--- config.mk ---
export PLATFORM = sky130hd
export DESIGN_NAME = dram_refresh_seq
export DESIGN_NICKNAME = d
export VERILOG_FILES = /design/src/rtl/rfsh_pkg.sv /design/src/rtl/rfsh_seq.sv /design/src/rtl/rfsh_ptr.sv /design/src/rtl/rfsh_addr_map.sv /design/src/rtl/dram_refresh_seq.sv
export SDC_FILE = /design/constraint.sdc
export NUM_CORES = 1
export LEC_CHECK = 0
export BUFFER_PORTS_ARGS = -buffer_cell sky130_fd_sc_hd__buf_2
export CAP_MARGIN = 0
export CORE_MARGIN = 4
export CORE_UTILIZATION = 30
export CTS_CLUSTER_DIAMETER = 80
export DETAILED_ROUTE_END_ITERATION = 12
export RECOVER_POWER = 100
export SETUP_SLACK_MARGIN = 0.1
export SLEW_MARGIN = 20
export SYNTH_ARGS = -nofsm -noshare
export SYNTH_HDL_FRONTEND = slang
export SYNTH_SLANG_ARGS = --single-unit
--- constraint.sdc ---
create_clock -name clk -period 3.9 [get_ports clk]
set_clock_uncertainty 0.05 [all_clocks]
set_input_delay 0.78 -clock clk [delete_from_list [all_inputs] [get_ports clk]]
set_output_delay 0.78 -clock clk [all_outputs]
set_load 0.05 [all_outputs]
--- src/rtl/rfsh_pkg.sv ---
// Shared types for the refresh sequencer: mode codes and sequence states.
package rfsh_pkg;

    typedef enum logic [1:0] {
        MODE_ROR8    = 2'b00,
        MODE_ROR9    = 2'b01,
        MODE_CBR     = 2'b10,
        MODE_CBR_ALT = 2'b11
    } rf_mode_e;

    typedef enum logic [2:0] {
        ST_IDLE,
        ST_ROW,
        ST_RAS_A,
        ST_RAS_B,
        ST_COL,
        ST_CAS,
        ST_BOTH_A,
        ST_BOTH_B
    } rf_state_e;

    // Both upper mode codes select CAS-before-RAS refresh.
    function automatic logic is_cbr(input logic [1:0] m);
        return m[1];
    endfunction

endpackage

--- src/rtl/rfsh_seq.sv ---
// Strobe sequencer. It accepts a refresh grant only while idle and only when
// no register write happens in the same cycle. It latches the mode for the
// whole slot and steps through the row-only or CAS-before-RAS strobe pattern.
// Assumes refresh_slot is a one-cycle pulse from an external arbiter.
module rfsh_seq
    import rfsh_pkg::*;
(
    input  logic       clk,
    input  logic       rst_n,
    input  logic       slot,
    input  logic       we,
    input  logic [1:0] mode,
    output logic [1:0] seq_mode,
    output logic       busy,
    output logic       ras_n,
    output logic       cas_n,
    output logic       drive_row,
    output logic       drive_col,
    output logic       inc
);

    rf_state_e state, state_nxt;

    // Next-state selection for the fixed strobe sequences.
    always_comb begin
        state_nxt = state;
        unique case (state)
            ST_IDLE:   if (slot && !we) state_nxt = is_cbr(mode) ? ST_CAS : ST_ROW;
            ST_ROW:    state_nxt = ST_RAS_A;
            ST_RAS_A:  state_nxt = ST_RAS_B;
            ST_RAS_B:  state_nxt = ST_COL;
            ST_COL:    state_nxt = ST_IDLE;
            ST_CAS:    state_nxt = ST_BOTH_A;
            ST_BOTH_A: state_nxt = ST_BOTH_B;
            ST_BOTH_B: state_nxt = ST_IDLE;
            default:   state_nxt = ST_IDLE;
        endcase
    end

    // State register and the per-slot mode capture.
    always_ff @(posedge clk) begin
        if (!rst_n) begin
            state    <= ST_IDLE;
            seq_mode <= MODE_ROR8;
        end else begin
            state <= state_nxt;
            if (state == ST_IDLE && slot && !we) seq_mode <= mode;
        end
    end

    // Moore decode of strobes, mux selects and the increment request.
    always_comb begin
        busy      = (state != ST_IDLE);
        ras_n     = !(state inside {ST_RAS_A, ST_RAS_B, ST_BOTH_A, ST_BOTH_B});
        cas_n     = !(state inside {ST_CAS, ST_BOTH_A, ST_BOTH_B});
        drive_row = (state inside {ST_ROW, ST_RAS_A, ST_RAS_B});
        drive_col = (state == ST_COL);
        inc       = (state == ST_COL);
    end

endmodule

--- src/rtl/rfsh_ptr.sv ---
// Full-width refresh pointer. A register write loads it; in the wider modes
// the top EXT_W data bits also fill the bits above the register width. An
// increment request otherwise steps it by 1 or by 1<<STEP_SHIFT, depending
// on the latched slot mode. A write always wins over an increment.
module rfsh_ptr
    import rfsh_pkg::*;
#(
    parameter int PTR_W      = 20,
    parameter int REG_W      = 16,
    parameter int STEP_SHIFT = 8
) (
    input  logic             clk,
    input  logic             rst_n,
    input  logic             we,
    input  logic [REG_W-1:0] wdata,
    input  logic [1:0]       mode,
    input  logic             inc,
    input  logic [1:0]       seq_mode,
    output logic [PTR_W-1:0] ptr
);

    localparam int EXT_W = PTR_W - REG_W;
    localparam logic [PTR_W-1:0] STEP_WIDE = PTR_W'(1) << STEP_SHIFT;

    logic [PTR_W-1:0] load_val;
    logic [PTR_W-1:0] step;

    // Build the load value; the wide form reuses the top data bits.
    generate
        if (EXT_W > 0) begin : g_ext
            always_comb begin
                if (mode == MODE_ROR8) load_val = {{EXT_W{1'b0}}, wdata};
                else                   load_val = {wdata[REG_W-1 -: EXT_W], wdata};
            end
        end else begin : g_noext
            always_comb load_val = wdata[PTR_W-1:0];
        end
    endgenerate

    // Step size follows the mode captured at the start of the slot.
    always_comb step = (seq_mode == MODE_ROR9) ? STEP_WIDE : PTR_W'(1);

    // Pointer register: reset, write load, or post-slot increment.
    always_ff @(posedge clk) begin
        if (!rst_n)   ptr <= '0;
        else if (we)  ptr <= load_val;
        else if (inc) ptr <= ptr + step;
    end

endmodule

--- src/rtl/rfsh_addr_map.sv ---
// Splits the pointer into row and column addresses for the row-only modes.
// The wide wiring takes the row from the bits above WIDE_LSB, so that a
// 1<<WIDE_LSB step advances the row by one. Drives zero when idle or in CBR.
module rfsh_addr_map
    import rfsh_pkg::*;
#(
    parameter int ADDR_W     = 10,
    parameter int ROW_NARROW = 8,
    parameter int ROW_WIDE   = 9,
    parameter int WIDE_LSB   = 8,
    parameter int IN_W       = WIDE_LSB + ROW_WIDE + (ADDR_W - WIDE_LSB)
) (
    input  logic [IN_W-1:0]   ptr,
    input  logic [1:0]        seq_mode,
    input  logic              drive_row,
    input  logic              drive_col,
    output logic [ADDR_W-1:0] addr
);

    localparam int COL_HI_W = ADDR_W - WIDE_LSB;

    logic [ADDR_W-1:0] row_n, col_n, row_w, col_w;

    // Fixed wiring for both row-only variants.
    always_comb begin
        row_n = ADDR_W'(ptr[ROW_NARROW-1:0]);
        col_n = ptr[ROW_NARROW +: ADDR_W];
        row_w = ADDR_W'(ptr[WIDE_LSB +: ROW_WIDE]);
        col_w = {ptr[WIDE_LSB+ROW_WIDE +: COL_HI_W], ptr[WIDE_LSB-1:0]};
    end

    // Output mux: row phase, column phase, or zero.
    always_comb begin
        addr = '0;
        if (seq_mode == MODE_ROR8) begin
            if (drive_row)      addr = row_n;
            else if (drive_col) addr = col_n;
        end else if (seq_mode == MODE_ROR9) begin
            if (drive_row)      addr = row_w;
            else if (drive_col) addr = col_w;
        end
    end

endmodule

--- src/rtl/dram_refresh_seq.sv ---
// Top of the refresh block: pointer, address split and strobe sequencer.
// Assumes slot grants come from an external arbiter and the test register
// write is a single-cycle strobe.
module dram_refresh_seq
    import rfsh_pkg::*;
#(
    parameter int PTR_W  = 20,
    parameter int REG_W  = 16,
    parameter int ADDR_W = 10
) (
    input  logic              clk,
    input  logic              rst_n,
    input  logic              refresh_slot,
    input  logic              reg_we,
    input  logic [REG_W-1:0]  reg_wdata,
    input  logic [1:0]        mode,
    output logic [ADDR_W-1:0] addr,
    output logic              ras_n,
    output logic              cas_n,
    output logic              busy
);

    localparam int ROW_NARROW = 8;
    localparam int ROW_WIDE   = 9;
    localparam int WIDE_LSB   = 8;
    localparam int MAP_W      = WIDE_LSB + ROW_WIDE + (ADDR_W - WIDE_LSB);

    logic [PTR_W-1:0] ptr;
    logic [1:0]       seq_mode;
    logic             drive_row, drive_col, inc;

    rfsh_seq u_seq (
        .clk       (clk),
        .rst_n     (rst_n),
        .slot      (refresh_slot),
        .we        (reg_we),
        .mode      (mode),
        .seq_mode  (seq_mode),
        .busy      (busy),
        .ras_n     (ras_n),
        .cas_n     (cas_n),
        .drive_row (drive_row),
        .drive_col (drive_col),
        .inc       (inc)
    );

    rfsh_ptr #(
        .PTR_W      (PTR_W),
        .REG_W      (REG_W),
        .STEP_SHIFT (WIDE_LSB)
    ) u_ptr (
        .clk      (clk),
        .rst_n    (rst_n),
        .we       (reg_we),
        .wdata    (reg_wdata),
        .mode     (mode),
        .inc      (inc),
        .seq_mode (seq_mode),
        .ptr      (ptr)
    );

    rfsh_addr_map #(
        .ADDR_W     (ADDR_W),
        .ROW_NARROW (ROW_NARROW),
        .ROW_WIDE   (ROW_WIDE),
        .WIDE_LSB   (WIDE_LSB),
        .IN_W       (MAP_W)
    ) u_map (
        .ptr       (ptr[MAP_W-1:0]),
        .seq_mode  (seq_mode),
        .drive_row (drive_row),
        .drive_col (drive_col),
        .addr      (addr)
    );

endmodule

== Word-level counts from Yosys, hierarchy flattened ==
Cells that the tools add are included.
Storage, ports and cells
  logic and storage cells: 41
  register bits after elaboration: 25
  output and inout port bits: 13
  input bits: 22
Cells by class
  equal/unequal tests: 9
  reductions and logical operators: 15
  multiplexer cells: 13
  $add $sub $neg: 1
Operators by type and width (number)
  $mux W10: 6
  $mux W20: 3
  $pmux W3 S7: 1
  $add A20 B20 Y20: 1
  $eq A3 B3 Y1 const B: 4
  $mux W9: 1
  $reduce_bool A3 Y1: 3
  $eq A3 B2 Y1 const B: 2
  $mux W3: 2
  $logic_not A2 Y1: 2
  $reduce_bool A4 Y1: 1
  $eq A3 B1 Y1 const B: 1
  $logic_and A1 B1 Y1: 3
  $logic_not A1 Y1: 3
  $logic_not A3 Y1: 1
  $eq A2 B1 Y1 const B: 1
  $ne A2 B1 Y1 const B: 1
  $reduce_bool A2 Y1: 1
  $reduce_or A2 Y1: 1

== Logic depth before layout (Yosys ltp) ==
  word-level depth: 5
  depth in mapped cells: 7
  depth with buffers taken out: 7

== Modules after synthesis ==
Synthesis repeated with hierarchy kept, for this count alone.
Second synthesis, totals
  cell total of the unflattened synthesis: 224
  area total of the unflattened synthesis: 1850.5 um2
By module, submodules not included
  rfsh_ptr: times used 1, seq. area each 400.4 um2, cells each 159, area each 1297.5 um2
  rfsh_addr_map: times used 1, seq. area each 0.0 um2, cells each 35, area each 299.0 um2
  rfsh_seq: times used 1, seq. area each 100.1 um2, cells each 30, area each 254.0 um2

== Worst setup path after synthesis ==
OpenSTA, ideal clock, no wires.
  path type: reg-to-output
  start point: register u_seq.state[0]
  end point: output addr[9]
  stages on the path, launching flop included: 5
  data arrival time: 2.050 ns
  setup slack: 1.020 ns
  path buffers: 2
  cell sequence: dfxtp_1 -> buf_6 -> or3b_1 -> buf_2 -> nor3_1
On the way
  cells in the longest elaborated chain, start to end: 5
  elaborated cells between the ends (all ways): 11
  those cells by class: 4 x eq/ne; 6 x mux; 1 x reduce/logical
Ends and longest elaborated chain
  start: declaration: line rfsh_seq.sv:22  | rf_state_e state, state_nxt;
  start signal: assignment: line rfsh_seq.sv:46  | state <= state_nxt;
  $eq A3 B1 Y1 (tied with other cells): line rfsh_seq.sv:56  | drive_row = (state inside {ST_ROW, ST_RAS_A, ST_RAS_B});
  $reduce_bool A3 Y1 or $mux W10 (tied branches): line rfsh_seq.sv:56, rfsh_addr_map.sv:40
  $mux W10: line rfsh_addr_map.sv:39  | if (drive_row) addr = row_w;
  $mux W10: line rfsh_addr_map.sv:38  | end else if (seq_mode == MODE_ROR9) begin
  $mux W10 *: line rfsh_addr_map.sv:35  | if (seq_mode == MODE_ROR8) begin
  end: declaration: line dram_refresh_seq.sv:17  | output logic [ADDR_W-1:0] addr,
Every way passes the cells marked *; elsewhere a longest branch is shown, timed or not.

== Worst setup path in the final report ==
  start point: register u_seq.state[1]
  end point: output addr[4]
The elaborated chain is that of the path after synthesis.

==> impl_results.md <==
* Die X at 80.98 µm
* Fillers at 589
* Final wirelength at 4563 µm
* DRC at 0
* Synth Register Bits at 24
* Fin area at 1847 µm²
* Diode count at 0
* Unrepaired setup endpoints after global routing: no
* Post-synth EDFFs at 0
* Vias in the first global route at 1637
* Final #Nets at 252
* Final ANT Viol Nets at 0
* Initial antenna violation count at 0
* Starting density of the core at 31.09%
* Final non-filler cell total at 296
* Max VDD drop at 0.1471 mV
* Synthesized area per cell at 8.029 µm²
* Crit path kind: register to primary output
* DP Area at 1808 µm²
* Syn_nets at 224
* # setup viols final at 0
* Gpl congestion at 0.8730
* Max-slew headroom at 26.66%
* Inserted Clock Buffers at 3
* Min-delay src: u_ptr.ptr[0]
* Die ar. at 6558 µm²
* Worst hold path cell count at 2
* Worst-path clk slew at 0.09 ns
* Synth unique cells at 51
* IO buf count at 34
* Area grow syn2layout at 15.58%
* Most frequent cells in the layout: dfxtp_1, buf_2, clkbuf_1
* GRT Total Usage at 15.30%
* Ys async rst share at 0%
* Routed length per instance at 15.42 µm
* Final Max Slew Viols at 0
* LEAKAGE at 0.6500 nW
* Setup TNS Final at 0 ns
* Ratio of cells with drive above 1 in the final layout at 12.39%
* Placed insts at 292
* IO Count at 35
* Met1 WL at 2298 µm
* Type of origin of the critical path: register
* H-tree Lvls at 1
* CTS tree: yes
* Seq/Total Area, Yosys at 30.07%
* Largest net degree at the start of global routing at 27
* Place WS at 0.9512 ns
* Critical R2R Launch: u_seq.seq_mode[1]
* Worst Hold End: u_ptr.ptr[0]
* Final setup margin at 0.4306 ns
* Total congestion overflow at 0
* CTS root buf: clkbuf_8
* Final total power at 0.6663 mW
* Synth warn at 0
* Via-to-Cell Ratio at 5.520
* CP Capture Type: primary output
* Slew @ Worst Pin at 1.100 ns
* Worst EP arrival at 2.64 ns
* Post-route minimum period at 3.469 ns
* Final Cycle Share at 88.96%
* Worst hold margin at 0.4626 ns
* Num rows at 26
* Met3 WL post-DR at 288 µm
* HPWL Detailed at 3246 µm
* CORE AREA at 5140 µm²
* Initial DRC Count at 123
* # Post-CTS Setup Buffers at 0
* Pwr dens at 360.8 nW/µm²
* Drt pass-1 iters at 4
* Hold_buf cts at 0
* Synth Flop Type: dfxtp_1
* Post_cts resized at 0
* Final hold vios at 0
* Final core utilization at 35.93%
* Max Cap Viol at 0
* Clock Tree Buf Depth at 2
* Outcome: completed
* Worst Path Required at 3.07 ns
* Die height at 80.98 µm
* Max FO, Critical Path at 9
* Via Count at 1634
* Commonest non-fill, non-tap cell in the layout: dfxtp_1
* Uppermost routed layer: met4
* Worst R2R Setup Slack at 1.47 ns
* Mapped cell area at 1598 µm²
* Reg2reg path depth at 7
* Clk sink count at 24
* HP Class: register to register
* Reg2reg end: u_ptr.ptr[17]
* Clock Latency Late Sink at 0.27 ns
* F_max at 288.2 MHz
* Mapped Cells at 199
* Routed wl met2 at 1928 µm
* First-pass GRT wire length at 7866 µm
-- Yosys cell counts (2+ instances only) --
library cell  count  share of area (%)
nor2_1           15                3.5
a211oi_1          4                1.9
clkbuf_1          9                2.1
ha_1              3                2.3
nor4b_1           2                1.1
nand4_1           7                2.7
a22o_1            9                4.9
a31oi_1           2               0.78
xnor2_1           3                1.6
or3b_1            2                1.1
buf_2             2               0.63
o21ai_0          13                4.1
nor3b_1           2               0.94
o2111ai_1         4                2.2
a32oi_1           2                1.1
o21a_1            3                1.4
a311oi_1          2                1.1
and3_1            4                1.6
nor4_1            2               0.78
or3_1             5                2.0
nand2_1          14                3.3
nand3b_1          2               0.94
mux2i_1           3                1.9
inv_1             6                1.4
a21oi_1          12                3.8
dfxtp_1          24                 30
xor2_1            4                2.2
nor3_1            4                1.3
nand3_1          12                3.8
nand2b_1          2               0.78
-- final cells by class --
class                      instances  area, µm²  area share (%)
multi-input combinational        155       1018           55.15
tap                               70      87.58           4.743
clock inverter                     1      30.03           1.626
clock buffer                       3      41.29           2.236
sequential                        24      480.5           26.02
inverter                           7      26.28           1.423
timing repair buffer              36      162.7           8.808
-- worst max-delay path, stage by stage, from the launching register on --
cell and delay [ns]:
dfxtp_1 0.49, nor2_1 0.13, or3b_1 0.36, a21oi_1 0.65, a22o_1 0.26, clkbuf_1 0.48
-- where the power goes --
part | internal [mW] | switching [mW]
combinational | 0.0499 | 0.0996
clock | 0.137 | 0.0868
sequential | 0.264 | 0.0291
total | 0.451 | 0.216
-- how the worst max path moves through the flow --
stage                     cells past startpoint  slack, ns      end           start
after floorplan                               4       1.02  addr[9]  u_seq.state[0]
after global placement                        5       0.99  addr[0]  u_seq.state[1]
after detailed placement                      5       0.95  addr[0]  u_seq.state[1]
after CTS                                     5       0.63  addr[3]  u_seq.state[1]
after global routing                          5       0.24  addr[3]  u_seq.state[1]
final                                         5       0.43  addr[4]  u_seq.state[1]
-- logic make-up (layout without fill, tap and decap cells) --
group | count (synthesis) | count (layout) | synth area share, %
AOI/OAI and AO/OA | 63 | 63 | 29.29
xor gates and xnor gates | 7 | 7 | 3.837
adders and majority gates | 3 | 3 | 2.350
buffers and inverters | 20 | 47 | 5.560
DFF | 24 | 24 | 30.07
muxes | 3 | 3 | 1.879
and+or+nand+nor | 79 | 79 | 27.02
-- routing by layer --
layer | GRT usage, % | up-vias
met3 | 2.882 | 4
met2 | 22.74 | 49
met4 | 4.561 | 0
met1 | 22.24 | 764
li1 | - | 817
met5 | 0 | -
-- registers in the layout (all words and copies together) (netlist names) --
register        flops
u_ptr.ptr          19
u_seq.state         3
u_seq.seq_mode      2
(Power assumes the default switching activity.)
